--- src/rtl/uart_tx_pkg.sv ---
package uart_tx_pkg;

  typedef enum logic [1:0] {
    PAR_ODD   = 2'd0,
    PAR_EVEN  = 2'd1,
    PAR_MARK  = 2'd2,
    PAR_SPACE = 2'd3
  } parMode_t;

  typedef enum logic [1:0] {
    LINE_IDLE  = 2'd0,
    LINE_START = 2'd1,
    LINE_DATA  = 2'd2,
    LINE_PAR   = 2'd3
  } lineSel_t;

  typedef struct packed {
    logic     load;     // move holding byte into shift register
    logic     shift;    // advance to next data bit
    lineSel_t lineSel;  // what the serial line shows
  } txStrobe_t;

endpackage

--- src/rtl/uart_tx_tick.sv ---
module uart_tx_tick #(
  parameter int DIV_W = 16
) (
  input  logic             clk,
  input  logic             rstN,
  input  logic [DIV_W-1:0] divisor,
  output logic             tick
);
  logic [DIV_W-1:0] cnt;
  logic             divZero;

  assign divZero = (divisor == '0);
  assign tick    = !divZero && (cnt >= divisor - 1'b1);

  always_ff @(posedge clk or negedge rstN) begin
    if (!rstN)        cnt <= '0;
    else if (divZero) cnt <= '0;
    else if (tick)    cnt <= '0;
    else              cnt <= cnt + 1'b1;
  end
endmodule

--- src/rtl/uart_tx_ctrl.sv ---
module uart_tx_ctrl
  import uart_tx_pkg::*;
#(
  parameter int OVS = 16
) (
  input  logic      clk,
  input  logic      rstN,
  input  logic      tick,
  input  logic      holdFull,
  input  logic [1:0] dataLen,
  input  logic      parityEn,
  input  logic      twoStop,
  output txStrobe_t strobe,
  output logic      busy
);
  localparam int SUB_W = $clog2(OVS);

  typedef enum logic [2:0] {
    ST_IDLE, ST_START, ST_DATA, ST_PAR, ST_STOP
  } state_t;

  state_t           state;
  logic [SUB_W-1:0] subCnt;
  logic [2:0]       bitCnt;
  logic             bitEnd;
  logic             lastStop;
  logic             lastData;

  assign bitEnd   = tick && (subCnt == SUB_W'(OVS - 1));
  assign lastStop = !twoStop || (bitCnt == 3'd1);
  assign lastData = (bitCnt == 3'(dataLen + 2'd0) + 3'd4);
  assign busy     = (state != ST_IDLE);

  always_comb begin
    strobe.load  = tick && holdFull &&
                   ((state == ST_IDLE) || ((state == ST_STOP) && bitEnd && lastStop));
    strobe.shift = (state == ST_DATA) && bitEnd;
    case (state)
      ST_START: strobe.lineSel = LINE_START;
      ST_DATA:  strobe.lineSel = LINE_DATA;
      ST_PAR:   strobe.lineSel = LINE_PAR;
      default:  strobe.lineSel = LINE_IDLE;
    endcase
  end

  always_ff @(posedge clk or negedge rstN) begin
    if (!rstN) begin
      state  <= ST_IDLE;
      subCnt <= '0;
      bitCnt <= '0;
    end else if (strobe.load) begin
      state  <= ST_START;
      subCnt <= '0;
      bitCnt <= '0;
    end else if (state != ST_IDLE && tick) begin
      subCnt <= subCnt + 1'b1;
      if (bitEnd) begin
        case (state)
          ST_START: begin
            state  <= ST_DATA;
            bitCnt <= '0;
          end
          ST_DATA: begin
            if (lastData) begin
              state  <= parityEn ? ST_PAR : ST_STOP;
              bitCnt <= '0;
            end else begin
              bitCnt <= bitCnt + 1'b1;
            end
          end
          ST_PAR: begin
            state  <= ST_STOP;
            bitCnt <= '0;
          end
          ST_STOP: begin
            if (lastStop) state  <= ST_IDLE;
            else          bitCnt <= bitCnt + 1'b1;
          end
          default: state <= ST_IDLE;
        endcase
      end
    end
  end
endmodule

--- src/rtl/uart_tx_data.sv ---
module uart_tx_data
  import uart_tx_pkg::*;
#(
  parameter int DATA_W = 8
) (
  input  logic              clk,
  input  logic              rstN,
  input  logic              wrEn,
  input  logic [DATA_W-1:0] wrData,
  input  logic [1:0]        dataLen,
  input  logic [1:0]        parityMode,
  input  txStrobe_t         strobe,
  output logic              holdFull,
  output logic              txOut
);
  localparam int MAX_LEN_CODE = 3;

  logic [DATA_W-1:0] holdReg;
  logic [DATA_W-1:0] shiftReg;
  logic [DATA_W-1:0] lenMask;
  logic              parBit;
  logic              parNext;
  logic              dataXor;

  assign lenMask = {DATA_W{1'b1}} >> (MAX_LEN_CODE - int'(dataLen));
  assign dataXor = ^(holdReg & lenMask);

  always_comb begin
    case (parMode_t'(parityMode))
      PAR_ODD:  parNext = ~dataXor;
      PAR_EVEN: parNext = dataXor;
      PAR_MARK: parNext = 1'b1;
      default:  parNext = 1'b0;
    endcase
  end

  always_ff @(posedge clk or negedge rstN) begin
    if (!rstN) begin
      holdReg  <= '0;
      holdFull <= 1'b0;
    end else begin
      if (wrEn) holdReg <= wrData;
      if (wrEn)             holdFull <= 1'b1;
      else if (strobe.load) holdFull <= 1'b0;
    end
  end

  always_ff @(posedge clk or negedge rstN) begin
    if (!rstN) begin
      shiftReg <= '0;
      parBit   <= 1'b0;
    end else if (strobe.load) begin
      shiftReg <= holdReg;
      parBit   <= parNext;
    end else if (strobe.shift) begin
      shiftReg <= {1'b0, shiftReg[DATA_W-1:1]};
    end
  end

  always_comb begin
    case (strobe.lineSel)
      LINE_START: txOut = 1'b0;
      LINE_DATA:  txOut = shiftReg[0];
      LINE_PAR:   txOut = parBit;
      default:    txOut = 1'b1;
    endcase
  end
endmodule

--- src/rtl/uart_tx_hold.sv ---
module uart_tx_hold
  import uart_tx_pkg::*;
#(
  parameter int DATA_W = 8,
  parameter int DIV_W  = 16,
  parameter int OVS    = 16
) (
  input  logic              clk,
  input  logic              rstN,
  input  logic [DIV_W/2-1:0] divHi,
  input  logic [DIV_W/2-1:0] divLo,
  input  logic [1:0]        dataLen,
  input  logic              parityEn,
  input  logic [1:0]        parityMode,
  input  logic              twoStop,
  input  logic              wrEn,
  input  logic [DATA_W-1:0] wrData,
  input  logic              irqEnable,
  output logic              txOut,
  output logic              holdEmpty,
  output logic              txEmpty,
  output logic              irq
);
  logic      tick;
  logic      holdFull;
  logic      busy;
  txStrobe_t strobe;

  uart_tx_tick #(.DIV_W(DIV_W)) uTick (
    .clk(clk), .rstN(rstN), .divisor({divHi, divLo}), .tick(tick)
  );

  uart_tx_ctrl #(.OVS(OVS)) uCtrl (
    .clk(clk), .rstN(rstN), .tick(tick), .holdFull(holdFull),
    .dataLen(dataLen), .parityEn(parityEn), .twoStop(twoStop),
    .strobe(strobe), .busy(busy)
  );

  uart_tx_data #(.DATA_W(DATA_W)) uData (
    .clk(clk), .rstN(rstN), .wrEn(wrEn), .wrData(wrData),
    .dataLen(dataLen), .parityMode(parityMode), .strobe(strobe),
    .holdFull(holdFull), .txOut(txOut)
  );

  assign holdEmpty = !holdFull;
  assign txEmpty   = !holdFull && !busy;
  assign irq       = holdEmpty && irqEnable;
endmodule

--- config.mk ---
export PLATFORM = sky130hd
export DESIGN_NAME = uart_tx_hold
export DESIGN_NICKNAME = d
export VERILOG_FILES = /design/src/rtl/uart_tx_pkg.sv /design/src/rtl/uart_tx_tick.sv /design/src/rtl/uart_tx_ctrl.sv /design/src/rtl/uart_tx_data.sv /design/src/rtl/uart_tx_hold.sv
export SDC_FILE = /design/constraint.sdc
export NUM_CORES = 1
export LEC_CHECK = 0
export BUFFER_PORTS_ARGS = -buffer_cell sky130_fd_sc_hd__buf_4
export CELL_PAD_IN_SITES_DETAIL_PLACEMENT = 0
export CELL_PAD_IN_SITES_GLOBAL_PLACEMENT = 1
export CORE_ASPECT_RATIO = 0.6
export CORE_MARGIN = 2
export CORE_UTILIZATION = 48
export DETAILED_ROUTE_END_ITERATION = 10
export PLACE_DENSITY_LB_ADDON = 0.1
export SETUP_SLACK_MARGIN = 0.3
export SYNTH_ARGS = -nofsm -noshare
export SYNTH_HDL_FRONTEND = slang
export SYNTH_SLANG_ARGS = --single-unit
--- constraint.sdc ---
create_clock -name clk -period 3.8 [get_ports clk]
set_input_delay 0.95 -clock clk [delete_from_list [all_inputs] [get_ports clk]]
set_output_delay 0.95 -clock clk [all_outputs]
set_load 0.02 [all_outputs]
==> After elaboration in Yosys (flattened, before gate mapping) <==
Index checks and enable logic that the tools add are counted.
W data, S select, Z words.
{ "word_totals": {"regBits": 44, "word_cells": 86, "inputBits": 34, "out_inout_bits": 4} }
{ "op_classes": {"add_sub_neg": 6, "n_shift": 1, "n_bitwise": 2, "mux": 24, "n_lt_le_gt_ge": 1, "n_reduce_logical": 29, "n_eq_ne": 15} }
{ "op_table": {"columns": ["operator", "n"], "rows": [
  ["$mux W3", 11],
  ["$mux W16", 2],
  ["$shr A8 B32 Y8 const A", 1],
  ["$add A16 B1 Y16 const B", 1],
  ["$ge A16 B16 Y1", 1],
  ["$logic_not A16 Y1", 1],
  ["$mux W8", 2],
  ["$sub A16 B1 Y16 const B", 1],
  ["$pmux W3 S4", 1],
  ["$logic_and A1 B1 Y1", 10],
  ["$pmux W3 S3", 1],
  ["$and A8 B8 Y8", 1],
  ["$mux W4", 2],
  ["$reduce_and A4 Y1", 2],
  ["$reduce_bool A2 Y1", 4],
  ["$reduce_xor A8 Y1", 1],
  ["$eq A2 B2 Y1 const B", 3],
  ["$eq A3 B1 Y1 const B", 2],
  ["$eq A3 B2 Y1 const B", 2],
  ["$ne A3 B2 Y1 const B", 2],
  ["$pmux W1 S3", 2],
  ["$pmux W2 S3", 1],
  ["$add A4 B1 Y4 const B", 1],
  ["$eq A2 B1 Y1 const B", 2],
  ["16 further kinds", 21]
]} }

==> Longest topological paths before layout <==
{ "depth": {"depth_word": 10, "mapped_depth": 15, "ltp_nobuf": 13} }

==> By module <==
Synthesis repeated with hierarchy kept, for this count alone.
{ "hier_totals": {"cells_unflattened": 316, "area_unflattened_um2": 3072.9} }
{ "modules_own_cells": {"columns": ["mod", "seq_area_each_um2", "area_per_inst_um2", "cells_each", "n_inst"], "rows": [
  ["uart_tx_tick", 400.4, 1473.9, 158, 1],
  ["uart_tx_data", 450.4, 873.3, 76, 1],
  ["uart_tx_ctrl", 250.2, 711.9, 79, 1],
  ["uart_tx_hold", 0.0, 13.8, 3, 1]
]} }

==> Least setup slack after synthesis <==
OpenSTA, ideal clock, no wires.
{ "synth_timing": {"kind": "input -> register", "startpoint": "input divLo[4]", "endpoint": "register uData.shiftReg[6]", "cell_stages": 14, "required_ns": 3.677, "arrival_ns": 3.794, "path_buffers": 1, "path_slack_ns": -0.117, "setup_ns": 0.123, "cell_sequence": "nor4_1 > and2b_1 > nor2b_1 > nor2b_1 > nand2_1 > xor2_1 > ha_1 > nand4_1 > nor4_1 > a221oi_1 > and2_1 > buf_6 > or4_1 > o221a_2"} }
{ "synth_between": {"elab_chain_cells": 9, "word_cells_on_any_way": 14, "cone_classes": "1 x add/sub; 1 x order compare; 1 x mux; 11 x reduce/logical"} }
{ "synth_lines": {"columns": ["item", "line_no", "rtl"], "rows": [
  ["from (decl)", "uart_tx_hold.sv:11", "input logic [DIV_W/2-1:0] divLo,"],
  ["$sub A16 B1 Y16 / $logic_not A16 Y1 (equally long branches)", "uart_tx_tick.sv:13, uart_tx_tick.sv:12", null],
  ["$ge A16 B16 Y1 / $logic_not A1 Y1 (equally long branches)", "uart_tx_tick.sv:13", "assign tick = !divZero && (cnt >= divisor - 1'b1);"],
  ["$logic_and A1 B1 Y1 *", "uart_tx_tick.sv:13", null],
  ["$logic_and A1 B1 Y1", "uart_tx_ctrl.sv:29", "assign bitEnd = tick && (subCnt == SUB_W'(OVS - 1));"],
  ["$logic_and A1 B1 Y1 (2 in a row)", "uart_tx_ctrl.sv:36", "((state == ST_IDLE) || ((state == ST_STOP) && bitEnd && lastStop));"],
  ["$logic_or A1 B1 Y1", "uart_tx_ctrl.sv:36", null],
  ["$logic_and A1 B1 Y1", "uart_tx_ctrl.sv:35", "strobe.load = tick && holdFull &&"],
  ["$mux W8 / $reduce_bool A2 Y1 (equally long branches)", null, null],
  ["to (signal assigned)", "uart_tx_data.sv:53", "shiftReg <= holdReg;"],
  ["to (signal assigned)", "uart_tx_data.sv:56", "shiftReg <= {1'b0, shiftReg[DATA_W-1:1]};"],
  ["to (decl)", "uart_tx_data.sv:19", "logic [DATA_W-1:0] shiftReg;"]
]} }
Mark *: on every way between the ends. The rest lies on a longest branch, timed or not.
A chain may end at the register's enable or synchronous reset.

==> Final worst setup path <==
{ "layout_timing": {"startpoint": "input divLo[7]", "endpoint": "register uData.parBit"} }
{ "layout_between": {"elab_chain_cells": 8, "word_cells_on_any_way": 11, "cone_classes": "1 x add/sub; 1 x order compare; 9 x reduce/logical"} }
{ "layout_lines": {"columns": ["item", "line_no", "rtl"], "rows": [
  ["$sub A16 B1 Y16 / $logic_not A16 Y1 (equally long branches)", "uart_tx_tick.sv:13, uart_tx_tick.sv:12", null],
  ["$ge A16 B16 Y1 / $logic_not A1 Y1 (equally long branches)", "uart_tx_tick.sv:13", null],
  ["$logic_and A1 B1 Y1 *", "uart_tx_tick.sv:13", null],
  ["$logic_and A1 B1 Y1", "uart_tx_ctrl.sv:29", null],
  ["$logic_and A1 B1 Y1 (2 in a row)", "uart_tx_ctrl.sv:36", null],
  ["$logic_or A1 B1 Y1", "uart_tx_ctrl.sv:36", null],
  ["$logic_and A1 B1 Y1 *", "uart_tx_ctrl.sv:35", null],
  ["to (signal assigned)", "uart_tx_data.sv:54", "parBit <= parNext;"],
  ["to (decl)", "uart_tx_data.sv:21", "logic parBit;"]
]} }
Marked as above.

==> flow_summary.toml <==
[cells_and_area]
area_growth_pct = 29.7
drive_gt1_share_pct = 30.7
fin_util_pct = 63.7
diodes = 0
multiInputGateArea_um2 = 1960
register_area_um2 = 1100
fin_nets = 434
final.fill_count = 519

[placed_design]
gp_congestion = 0.822
numPortBuffers = 37
dpl.hpwl_um = 5480

[global_routing]
grt_max_degree = 45
grt_pass1_vias = 2391
antenna_found_initial = 0
grt_overflow = 0
grt_pass1_wl_um = 12100
track_usage_pct = 22.7

[die]
die_h_um = 64.8
die_w_um = 105
start_util_pct = 49.1
pin_count = 38
die_area_um2 = 6830
num_rows = 22
coreArea_um2 = 6030

[critical_path]
r2r-start = "uTick.cnt[0]"
regToRegSetupSlack_ns = 1.38
cpMostUsedCell = "nor2b_4"
path_cells = "buf_8 > nor4_4 > and2b_1 > nor2b_4 > nor2b_4 > nand2_1 > xor2_1 > ha_1 > nand4_1 > nor4_2 > a221oi_2 > a21oi_2 > buf_6 > buf_4 > nand2_8 > mux2_4"
worstPathRequired_ns = 3.99
critPathKind = "input pin to register"
r2r-end = "uCtrl.state[2]"
crit_slowest_cell = "mux2_4"
critPathCaptureType = "register"
crit_path_max_fanout = 7
reg2reg_depth = 11
arrival_ns = 3.82
slowest_delay_ns = 0.32
setup.worst_path.start_class = "input pin"

[sta]
worst_pin_slew_ns = 0.690
max_freq_mhz = 275
drv_slew = 0
setup_viol = 0
slew_headroom_pct = 53.8
clock_skew_ns = 0.00519
fin_crit_sh_pct = 95.6
hold_viol = 0
rsz0062_at_grt = "true"
period_needed_ns = 3.63
fin_hold_ws_ns = 0.512

[cts]
cts-root-buf = "clkbuf_8"
hold_buffers = 0
cts_tree = "built"
cts.sinks = 44
clockBufferDepth = 2
insertion_delay_ns = 0.30
cts_buffers = 5
clkTransAtPathRegs_ns = 0.08
htree_levels = 2

[route]
vias_per_cell = 5.53
drc = 0
num_vias = 2553
routedWlPerCell_um = 15.9
postRouteAntennaNets = 0
dr.pass1.iters = 4
detail_route.iter0.violations = 134
routed_wl_um = 7370

[logic_synthesis]
synthTopCellsByArea = "dfrtp_1 (37%), ha_1 (9.3%), xnor2_1 (6.2%), nor2_1 (4.7%), xor2_1 (3.8%)"
async_reset_ff_share_pct = 100
ys.flop_type = "dfrtp_1"
syn-mean-instance-area_um2 = 9.49
synth_seq_cells = 44
synth_area_leader_cell = "dfrtp_1"
yosys_warnings = 0
syn_nets = 368
synth_enable_flop_cells = 0
synth.cell_area_um2 = 2960
syn_inst = 312
synth_top_area_share_pct = 37.2
ys_types = 55
seq_area_frac_synth_pct = 37.2

[min_path]
worstHoldPathType = "register to register"
hold_path_depth = 1
hp-start = "uData.parBit"
hold_end = "uData.parBit"

[pwr]
p_per_area_nw_per_um2 = 478
ir_drop_v = 0.000378
p_leak_nw = 1.74

[status]
status = "complete, no violations"

[job]
drv_cap = 0
-- layer usage --
layer,routed length [µm],vias up,GRT usage [%],share of wire [%]
li1,-,1264,-,-
met1,4150,1254,36.5,56
met2,2980,33,30.6,40
met3,207,2,5.23,2.8
met4,27,0,4.00,0.37
met5,0,-,0,0
-- final cells by class --
class / count / share of cell area [%]
timing repair buffer: 67 / 14.3
multi-input combinational: 249 / 51.1
sequential: 44 / 28.7
tap: 84 / 2.74
clock inverter: 2 / 0.326
clock buffer: 5 / 1.79
inverter: 11 / 1.07
-- power breakdown --
group | switching [mW] | internal [mW] | total (mW) | leakage (nW)
Sequential | 0.178 | 0.600 | 0.779 | 0.553
Combinational | 0.385 | 0.388 | 0.773 | 1.15
Clock | 0.160 | 0.125 | 0.285 | 0.0400
Total | 0.723 | 1.11 | 1.84 | 1.74
-- cells in the final DEF (no fill, tap or decap), drive strengths merged, types with 4 or more instances in the layout --
cell / count
nor4b: 4
a21oi: 8
nand3: 12
o22ai: 5
a21o: 6
a2bb2oi: 6
ha: 22
nor2b: 6
and3: 7
dfrtp: 44
xnor2: 21
nand4: 7
nor2: 37
clkbuf: 5
nor4: 7
mux2: 10
inv: 11
nand2: 23
buf: 67
xor2: 13
o21ai: 12
-- cell usage after synthesis, drive strengths merged (2+ instances only) --
master and n:
a211oi 2, a21boi 2, a21o 6, a21oi 8, a22oi 2, a2bb2oi 6, a31oi 2, a32o 3
and2 2, and3 7, buf 3, clkbuf 5, dfrtp 44, ha 22, inv 11, mux2 10
nand2 23, nand3 12, nand4 7, nor2 37, nor2b 6, nor3 3, nor3b 3, nor4 7
nor4b 4, o21ai 12, o221a 3, o22ai 5, o31ai 2, or4 3, xnor2 21, xor2 13
-- how the worst max path moves through the flow --
stage / start / to / slack (ns) / depth (start not counted)
global route: divLo[7] / uData.shiftReg[0] / -0.03 / 15
CTS: divLo[7] / uData.shiftReg[6] / 0.21 / 14
finish: divLo[7] / uData.parBit / 0.17 / 16
detailed placement: divLo[4] / uData.shiftReg[4] / -0.28 / 14
floorplan: divLo[4] / uData.shiftReg[6] / 0.04 / 14
global placement: divLo[4] / uData.shiftReg[6] / -0.12 / 14
-- critical path: cells and delay by family --
kind	cells	cell delay, ns
AND/OR/NAND/NOR	8	1.42
buffers and inverters	3	0.37
multiplexers	1	0.32
AO/OA/AOI/OAI	2	0.29
adder cells (fa/ha/maj)	1	0.29
XOR/XNOR	1	0.16
-- registers in the layout (all words and copies together), names as in the netlist --
| name | count |
|---|---|
| uData.holdReg | 8 |
| uData.parBit | 1 |
| uTick.cnt | 16 |
| uCtrl.state | 3 |
| uCtrl.bitCnt | 3 |
| uCtrl.subCnt | 4 |
| uData.holdFull | 1 |
| uData.shiftReg | 8 |
-- metrics by stage --
| stage | instances | cell area [µm²] | setup TNS (ns) | worst slack, ns | total power, mW |
|---|---|---|---|---|---|
| after floorplan | 312 | 3040 | 0 | 0.0358 | 1.22 |
| after global placement | 444 | 3530 | -0.908 | -0.125 | 1.43 |
| after detailed placement | 444 | 3530 | -5.29 | -0.281 | 1.44 |
| after CTS | 456 | 3720 | 0 | 0.215 | 1.77 |
| after global routing | 462 | 3840 | -0.0486 | -0.0263 | 1.97 |
| final | 462 | 3840 | 0 | 0.167 | 1.84 |
-- repair_timing --
item / 4_1_cts / 5_1_grt
hold endpoints to repair: 0 / 0
setup endpoints to repair: 34 / 35
resized for setup: 15 / 21
gates cloned: 0 / 1
buffers inserted: 5 / 5
pin swaps: 8 / 4
-- logic make-up after synthesis --
logic type / Yosys count / share of synthesized area (%)
compound gates: 60 / 14.6
buf+inv: 19 / 2.75
fa+ha+maj: 22 / 9.29
mux: 10 / 3.80
flops: 44 / 37.2
xor+xnor: 35 / 10.8
simple gates: 122 / 21.5
Power figures use the tool's default switching activity.
